**src/rtl/llsc_mon_pkg.sv**
```systemverilog
package llsc_mon_pkg;
  localparam int KIND_W = 3;

  typedef enum logic [KIND_W-1:0] {
    OP_STORE = 3'd0,
    OP_LL    = 3'd1,
    OP_SC    = 3'd2,
    OP_LKRD  = 3'd3,
    OP_LKWR  = 3'd4,
    OP_FLUSH = 3'd5
  } op_kind_e;
endpackage

```
**src/rtl/llsc_resv_track.sv**
```systemverilog
module llsc_resv_track
  import llsc_mon_pkg::*;
#(
  parameter int LINE_W = 26,
  parameter int ID_W   = 4
) (
  input  logic              clk,
  input  logic              rst_n,
  input  logic              cmp_valid,
  input  logic [KIND_W-1:0] cmp_kind,
  input  logic [LINE_W-1:0] cmp_line,
  input  logic [ID_W-1:0]   cmp_id,
  input  logic              cmp_present,
  input  logic              bypass,
  input  logic              clr_valid,
  input  logic [LINE_W-1:0] clr_line,
  output logic              sc_pass,
  output logic              resv_valid
);
  logic              vld_q;
  logic [LINE_W-1:0] line_q;
  logic [ID_W-1:0]   id_q;
  logic              vld_eff;
  logic              line_hit;
  logic              owner_hit;
  logic              vld_d;
  logic [LINE_W-1:0] line_d;
  logic [ID_W-1:0]   id_d;

  // the outside clear is applied before the completion in the same cycle
  assign vld_eff   = vld_q && !(clr_valid && (clr_line == line_q));
  assign line_hit  = vld_eff && (line_q == cmp_line);
  assign owner_hit = line_hit && (id_q == cmp_id);
  assign sc_pass   = bypass || owner_hit;

  always_comb begin
    vld_d  = vld_eff;
    line_d = line_q;
    id_d   = id_q;
    if (cmp_valid && !bypass) begin
      unique case (cmp_kind)
        OP_LL: begin
          vld_d  = 1'b1;
          line_d = cmp_line;
          id_d   = cmp_id;
        end
        OP_SC: begin
          if (line_hit) vld_d = 1'b0;
        end
        default: begin
          if (cmp_present && owner_hit) vld_d = 1'b0;
        end
      endcase
    end
  end

  always_ff @(posedge clk) begin
    if (!rst_n) begin
      vld_q  <= 1'b0;
      line_q <= '0;
      id_q   <= '0;
    end else begin
      vld_q  <= vld_d;
      line_q <= line_d;
      id_q   <= id_d;
    end
  end

  assign resv_valid = vld_q;
endmodule

```
**src/rtl/llsc_qlock_ctl.sv**
```systemverilog
module llsc_qlock_ctl #(
  parameter int LINE_W = 26
) (
  input  logic              clk,
  input  logic              rst_n,
  input  logic              lk_rd,
  input  logic              lk_wr,
  input  logic [LINE_W-1:0] line,
  output logic              blk_req,
  output logic              unblk_req,
  output logic              dup_err,
  output logic              blocked
);
  logic              blk_q;
  logic [LINE_W-1:0] blk_line_q;

  assign blk_req   = lk_rd && !blk_q;
  assign dup_err   = lk_rd && blk_q;
  assign unblk_req = lk_wr;

  always_ff @(posedge clk) begin
    if (!rst_n) begin
      blk_q      <= 1'b0;
      blk_line_q <= '0;
    end else if (blk_req) begin
      blk_q      <= 1'b1;
      blk_line_q <= line;
    end else if (lk_wr && blk_q && (blk_line_q == line)) begin
      blk_q <= 1'b0;
    end
  end

  assign blocked = blk_q;
endmodule

```
**src/rtl/llsc_resv_monitor.sv**
```systemverilog
module llsc_resv_monitor
  import llsc_mon_pkg::*;
#(
  parameter int LINE_W = 26,
  parameter int ID_W   = 4
) (
  input  logic              clk,
  input  logic              rst_n,
  input  logic              cmp_valid,
  input  logic [LINE_W-1:0] cmp_line,
  input  logic [ID_W-1:0]   cmp_id,
  input  logic [KIND_W-1:0] cmp_kind,
  input  logic              cmp_present,
  input  logic              test_bypass,
  input  logic              clr_valid,
  input  logic [LINE_W-1:0] clr_line,
  output logic              sc_valid,
  output logic              sc_success,
  output logic              qblk_valid,
  output logic              qunblk_valid,
  output logic [LINE_W-1:0] cmd_line,
  output logic              proto_err
);
  logic is_sc;
  logic is_lkrd;
  logic is_lkwr;
  logic sc_pass;
  logic resv_valid;
  logic blk_req;
  logic unblk_req;
  logic dup_err;
  logic blocked;

  assign is_sc   = cmp_valid && (cmp_kind == OP_SC);
  assign is_lkrd = cmp_valid && (cmp_kind == OP_LKRD);
  assign is_lkwr = cmp_valid && (cmp_kind == OP_LKWR);

  llsc_resv_track #(.LINE_W(LINE_W), .ID_W(ID_W)) u_resv (
    .clk         (clk),
    .rst_n       (rst_n),
    .cmp_valid   (cmp_valid),
    .cmp_kind    (cmp_kind),
    .cmp_line    (cmp_line),
    .cmp_id      (cmp_id),
    .cmp_present (cmp_present),
    .bypass      (test_bypass),
    .clr_valid   (clr_valid),
    .clr_line    (clr_line),
    .sc_pass     (sc_pass),
    .resv_valid  (resv_valid)
  );

  llsc_qlock_ctl #(.LINE_W(LINE_W)) u_qlock (
    .clk       (clk),
    .rst_n     (rst_n),
    .lk_rd     (is_lkrd),
    .lk_wr     (is_lkwr),
    .line      (cmp_line),
    .blk_req   (blk_req),
    .unblk_req (unblk_req),
    .dup_err   (dup_err),
    .blocked   (blocked)
  );

  always_ff @(posedge clk) begin
    if (!rst_n) begin
      sc_valid     <= 1'b0;
      sc_success   <= 1'b0;
      qblk_valid   <= 1'b0;
      qunblk_valid <= 1'b0;
      proto_err    <= 1'b0;
      cmd_line     <= '0;
    end else begin
      sc_valid     <= is_sc;
      sc_success   <= is_sc && sc_pass;
      qblk_valid   <= blk_req;
      qunblk_valid <= unblk_req;
      proto_err    <= dup_err;
      if (cmp_valid) cmd_line <= cmp_line;
    end
  end
endmodule

```
**config.mk**
```make
export PLATFORM = sky130hd
export DESIGN_NAME = llsc_resv_monitor
export DESIGN_NICKNAME = d
export VERILOG_FILES = /design/src/rtl/llsc_mon_pkg.sv /design/src/rtl/llsc_resv_track.sv /design/src/rtl/llsc_qlock_ctl.sv /design/src/rtl/llsc_resv_monitor.sv
export SDC_FILE = /design/constraint.sdc
export NUM_CORES = 1
export LEC_CHECK = 0
export BUFFER_PORTS_ARGS = -buffer_cell sky130_fd_sc_hd__buf_2
export CELL_PAD_IN_SITES_DETAIL_PLACEMENT = 0
export CELL_PAD_IN_SITES_GLOBAL_PLACEMENT = 1
export CORE_MARGIN = 2
export CORE_UTILIZATION = 39
export DETAILED_ROUTE_END_ITERATION = 10
export PLACE_DENSITY_LB_ADDON = 0.1
export SETUP_SLACK_MARGIN = 0.02
export SKIP_LAST_GASP = 1
export SYNTH_ARGS = -nofsm -noshare
export SYNTH_HDL_FRONTEND = slang
export SYNTH_SLANG_ARGS = --single-unit
```
**constraint.sdc**
```tcl
create_clock -name clk -period 2.6 [get_ports clk]
set_input_delay 0.52 -clock clk [delete_from_list [all_inputs] [get_ports clk]]
set_output_delay 0.52 -clock clk [all_outputs]
set_load 0.03 [all_outputs]
```
Word level (Yosys, flattened, before mapping):

Cells that the tools add are included.

* mux-type cells: 6
* divide/modulo/power cells: 0
* reductions and logical operators: 20
* magnitude comparators: 0
* equality and inequality tests: 8
* shift-type cells: 0
* multiply operators: 0
* add/subtract/negate cells: 0
* bitwise logic cells: 0

Operator list (number)
* == test 26 bit: 3
* logical AND 1 bit: 14
* == test 3 x 2 -> 1 bit (second input constant): 2
* 2-to-1 mux 1 bit: 5
* == test 4 bit: 1
* == test 3 x 1 -> 1 bit (second input constant): 1
* == test 3 bit (second input constant): 1
* logical NOT 1 bit: 3
* case mux 1 bit (2 select lines): 1
* AND reduction 2 bit: 1
* nonzero test 2 bit: 1
* logical OR 1 bit: 1

* input bits: 65
* output and inout port bits: 31
* ROM bits: 0
* bits in registers: 89
* logic and storage cells: 45
* latch bits: 0
* memories kept: 0
* RAM bits: 0

Logic depth before layout (Yosys ltp):

* depth after elaboration: 10
* gate-level depth with buffers: 7
* gate-level depth less buffers: 5

Cells and area by module:

From an unflattened synthesis, not the netlist that was laid out.

* cell total of the unflattened synthesis: 469
* area, all modules: 4394.2 sq um

Modules (own cells, without submodules)
* llsc_resv_track: area an instance 1800.5 sq um, seq. area each 620.6 sq um, cells an instance 218, times used 1
* llsc_qlock_ctl: area an instance 1423.9 sq um, seq. area each 540.5 sq um, cells an instance 153, times used 1
* llsc_resv_monitor: area an instance 1169.9 sq um, seq. area each 620.6 sq um, cells an instance 98, times used 1

Worst setup path after synthesis:

OpenSTA, ideal clock, no wires.

* kind: input to register
* from: input clr_line[6]
* to: register u_resv.vld_q (netlist: u_resv.resv_valid)
* required time: 2.481 ns
* stages: 5
* data arrival time: 1.900 ns
* library setup time: 0.119 ns
* path buffers: 0
* path slack: 0.582 ns
* path through: xnor2_1 > nand4_1 > or4_1 > o41a_1 > o221a_1

* cells in the longest elaborated chain, start to end: 10
* elaborated cells between the ends (all ways): 11
* those cells by class: 1 x eq/ne; 4 x mux; 6 x reduce/logical

Ends and longest elaborated chain
* start, declared: line llsc_resv_monitor.sv:16 `input logic [LINE_W-1:0] clr_line,`
* == test 26 bit *: line llsc_resv_track.sv:31 `assign vld_eff = vld_q && !(clr_valid && (clr_line == line_q));`
* logical AND 1 bit *: line llsc_resv_track.sv:31
* logical NOT 1 bit *: line llsc_resv_track.sv:31
* logical AND 1 bit *: line llsc_resv_track.sv:31
* logical AND 1 bit: line llsc_resv_track.sv:32 `assign line_hit = vld_eff && (line_q == cmp_line);`
* logical AND 1 bit: line llsc_resv_track.sv:33 `assign owner_hit = line_hit && (id_q == cmp_id);`
* logical AND 1 bit: line llsc_resv_track.sv:51 `if (cmp_present && owner_hit) vld_d = 1'b0;`
* 2-to-1 mux 1 bit: line llsc_resv_track.sv:51
* case mux 1 bit (2 select lines): line llsc_resv_track.sv:41 `unique case (cmp_kind)`
* 2-to-1 mux 1 bit *: line llsc_resv_track.sv:40 `if (cmp_valid && !bypass) begin`
* end signal, assigned: line llsc_resv_track.sv:63 `vld_q <= vld_d;`
* end, declared: line llsc_resv_track.sv:20 `logic vld_q;`

Mark *: on every way between the ends. The rest lies on a longest branch, timed or not.
A chain may end at the register's enable or synchronous reset.

Worst setup path after layout:

* from: register u_resv.line_q[24]
* to: register u_resv.vld_q (netlist: u_resv.resv_valid)

* cells in the longest elaborated chain, start to end: 10
* elaborated cells between the ends (all ways): 12
* those cells by class: 2 x eq/ne; 4 x mux; 6 x reduce/logical

Ends and longest elaborated chain
* start, declared: line llsc_resv_track.sv:21 `logic [LINE_W-1:0] line_q;`
* start signal, assigned: line llsc_resv_track.sv:64 `line_q <= line_d;`
* == test 26 bit: line llsc_resv_track.sv:31
* logical AND 1 bit: line llsc_resv_track.sv:31
* logical NOT 1 bit: line llsc_resv_track.sv:31
* logical AND 1 bit: line llsc_resv_track.sv:31
* logical AND 1 bit: line llsc_resv_track.sv:32
* logical AND 1 bit: line llsc_resv_track.sv:33
* logical AND 1 bit: line llsc_resv_track.sv:51
* 2-to-1 mux 1 bit: line llsc_resv_track.sv:51
* case mux 1 bit (2 select lines): line llsc_resv_track.sv:41
* 2-to-1 mux 1 bit *: line llsc_resv_track.sv:40

Marked as above.

==> impl_metrics.toml <==
[sta]
post-route-period-util = 0.782
tns_ps = 0
worst_slew_pin_slew_ps = 577
layout_setup_ws_ps = 566
final.setup_skew_ps = 11.7
slew_headroom = 0.615
hold_viol_final = 0
rsz0062_at_grt = "false"
finalMaxSlewViolations = 0
min_period_ps = 2030
setup_viol = 0
fmax_mhz = 492
holdWs_ps = 411

[clocking]
cts.sinks = 89
post_cts_buffers = 0
cts_hold_buf = 0
numCtsBuffers = 9
h-tree-depth = 3
clockBufferDepth = 2
post_cts_resized = 0
insertion_delay_ps = 350
cts_tree = "built"
cts_root_buf = "clkbuf_8"
cts.clk_slew.worst_paths_ps = 90

[final_layout]
num-fill-cells = 1040
layout-drive-gt1-share = 0.217
diodes = 0
seq_area_um2 = 1780
instances_no_fill = 695
multi_input_area_um2 = 2090
stdcell_area_um2 = 4820
syn_to_final_growth_pct = 21.6
final_nets = 622

[floorplanning]
initial_core_util = 0.403
die-height_um = 105
fp.dieArea_um2 = 11000
core_area_um2 = 9820
fp.dieW_um = 105
rows = 36
top_level_ports = 96

[yosys]
ys_seq_area_frac = 0.450
yosys_register_bits = 89
ys_top_cells_by_count = "nand2_1 (116), dfxtp_1 (89), xnor2_1 (64)"
yosysWarningCount = 0
synth_top_flop_cell = "dfxtp_1"
synth_most_common_cell = "nand2_1"
synth-edff-count = 0
syn_area_um2 = 3960
synth_top_area_share = 0.450
ys_top_cells_by_area = "dfxtp_1 (45%), xnor2_1 (14%), nand2_1 (11%)"
synth.distinct_cells = 28
syn_area_per_cell_um2 = 8.51
synthArstFlopShare = 0
syn_inst = 465
synth_nets = 530
yosysTopAreaCell = "dfxtp_1"

[detailed_routing]
firstDrtPassIters = 7
wirelength_um = 10500
drc = 0
via_per_inst = 4.89
wl_per_cell_um = 15.1
dr_total_vias = 3396
dr.first_iter.drc_count = 113
final_antenna_net_count = 0

[power]
power.leakage_uw = 0.00187
vdd_drop_max_uv = 312
powerDensity_nw_per_um2 = 591

[place]
dp.cells = 679
port-buffer-count = 95
pre_cts_ws_ps = 313
globalplace.congestion = 0.781
placed_area_um2 = 4600
hpwl_um = 7780

[worst_setup_path]
critPathKind = "reg2reg"
critical_path_arrival_ps = 2290
cp-start-kind = "register"
cp.required_ps = 2860
crit_path_end_kind = "register"
r2r_setup_slack_ps = 570
r2r-start = "u_resv.line_q[24]"
r2r_end = "u_resv.resv_valid"
reg2regPathDepth = 5
critPathMaxFanout = 3

[run]
maxCapViolations = 0

[global_routing]
grt_util_all_layers = 0.199
grt_pass1_wl_um = 17200
antenna_found_initial = 0
grt_max_degree = 39
grt_pass1_vias = 3318
overflow = 0

[run_status]
status = "completed"

[hold_path]
hold_path_class = "in2reg"
hp-start = "cmp_id[1]"
hold_depth = 3
hold_end = "u_resv.id_q[1]"
==> power by group <==
group / internal, uW / switching [uW] / leakage [uW] / total [uW]
sequential: 1400 / 22.6 / 0.000724 / 1420
combinational: 147 / 225 / 0.00104 / 372
clock: 547 / 502 / 0.000107 / 1050
total: 2100 / 749 / 0.00187 / 2850
==> worst max-delay path: stages, from the launching register on <==
cell,delay [ps]
dfxtp_1,420
xnor2_1,140
nand4_1,140
or4_1,570
o41a_1,440
o221a_1,240
==> cell families after synthesis <==
group,Yosys count,share of synthesized area
AND/OR/NAND/NOR,182,0.196
flip-flops,89,0.450
XOR/XNOR,82,0.181
AO/OA/AOI/OAI,62,0.0841
multiplexers,26,0.0657
buffers and inverters,24,0.0231
==> metal layers <==
| layer | up-vias | GRT usage | share of wire |
|---|---|---|---|
| met2 | 82 | 0.324 | 0.47 |
| li1 | 1726 | - | - |
| met4 | 0 | 0.0457 | 0.0098 |
| met1 | 1580 | 0.270 | 0.47 |
| met5 | - | 0 | 0 |
| met3 | 8 | 0.0443 | 0.050 |
==> sequential cells by signal (all words and copies together) (netlist names) <==
| signal | flops |
|---|---|
| u_qlock.blk_line_q | 26 |
| sc_valid | 1 |
| cmd_line | 26 |
| u_resv.line_q | 26 |
| u_resv.resv_valid | 1 |
| qunblk_valid | 1 |
| qblk_valid | 1 |
| u_resv.id_q | 4 |
| u_qlock.blocked | 1 |
| sc_success | 1 |
| proto_err | 1 |
==> how the worst max path moves through the flow <==
stage | from | end | cells past startpoint
after detailed placement | clr_line[24] | u_resv.resv_valid | 6
after global placement | clr_line[24] | u_resv.resv_valid | 6
after floorplan | clr_line[6] | u_resv.resv_valid | 5
final | u_resv.line_q[24] | u_resv.resv_valid | 5
after CTS | u_resv.line_q[24] | u_resv.resv_valid | 5
after global routing | u_resv.line_q[24] | u_resv.resv_valid | 5
==> cell type report <==
type,count,area share
Inverter,1,0.000779
Clock buffer,10,0.0265
Multi-Input combinational cell,352,0.434
Sequential cell,89,0.370
Clock inverter,6,0.0187
Tap cell,133,0.0346
Timing Repair Buffer,104,0.115
==> through the flow <==
stage / power, uW / util
floorplan: 1670 / -
global placement: 1830 / 0.468
detailed placement: 1830 / 0.468
CTS: 2880 / 0.490
global route: 2970 / 0.490
finish: 2850 / 0.490
==> placed cells by master (no fill, tap or decap) <==
cell type | netlist | layout
xnor2_1 | 64 | 64
nand3b_1 | 1 | 1
nand4_1 | 17 | 17
and3b_1 | 1 | 1
clkbuf_8 | 0 | 9
o221a_1 | 1 | 1
o2bb2ai_1 | 1 | 1
and2_1 | 1 | 1
nor4_1 | 7 | 7
bufinv_16 | 0 | 2
or2_2 | 1 | 1
o41a_1 | 1 | 1
nor3_1 | 3 | 2
a31oi_1 | 1 | 1
o41ai_1 | 1 | 1
nand2_1 | 116 | 116
nor3_2 | 0 | 1
mux2i_1 | 26 | 26
buf_2 | 1 | 95
inv_6 | 0 | 2
buf_4 | 0 | 8
dfxtp_1 | 89 | 89
clkinv_2 | 0 | 1
buf_12 | 0 | 1
o22ai_1 | 1 | 1
inv_2 | 0 | 1
xor2_1 | 18 | 18
clkinvlp_4 | 0 | 1
nand3_1 | 2 | 2
nor2_1 | 29 | 29
nor2b_1 | 1 | 1
a21oi_1 | 56 | 56
or4_1 | 1 | 1
clkbuf_1 | 21 | 1
or3_1 | 2 | 2
(Power assumes the default switching activity.)
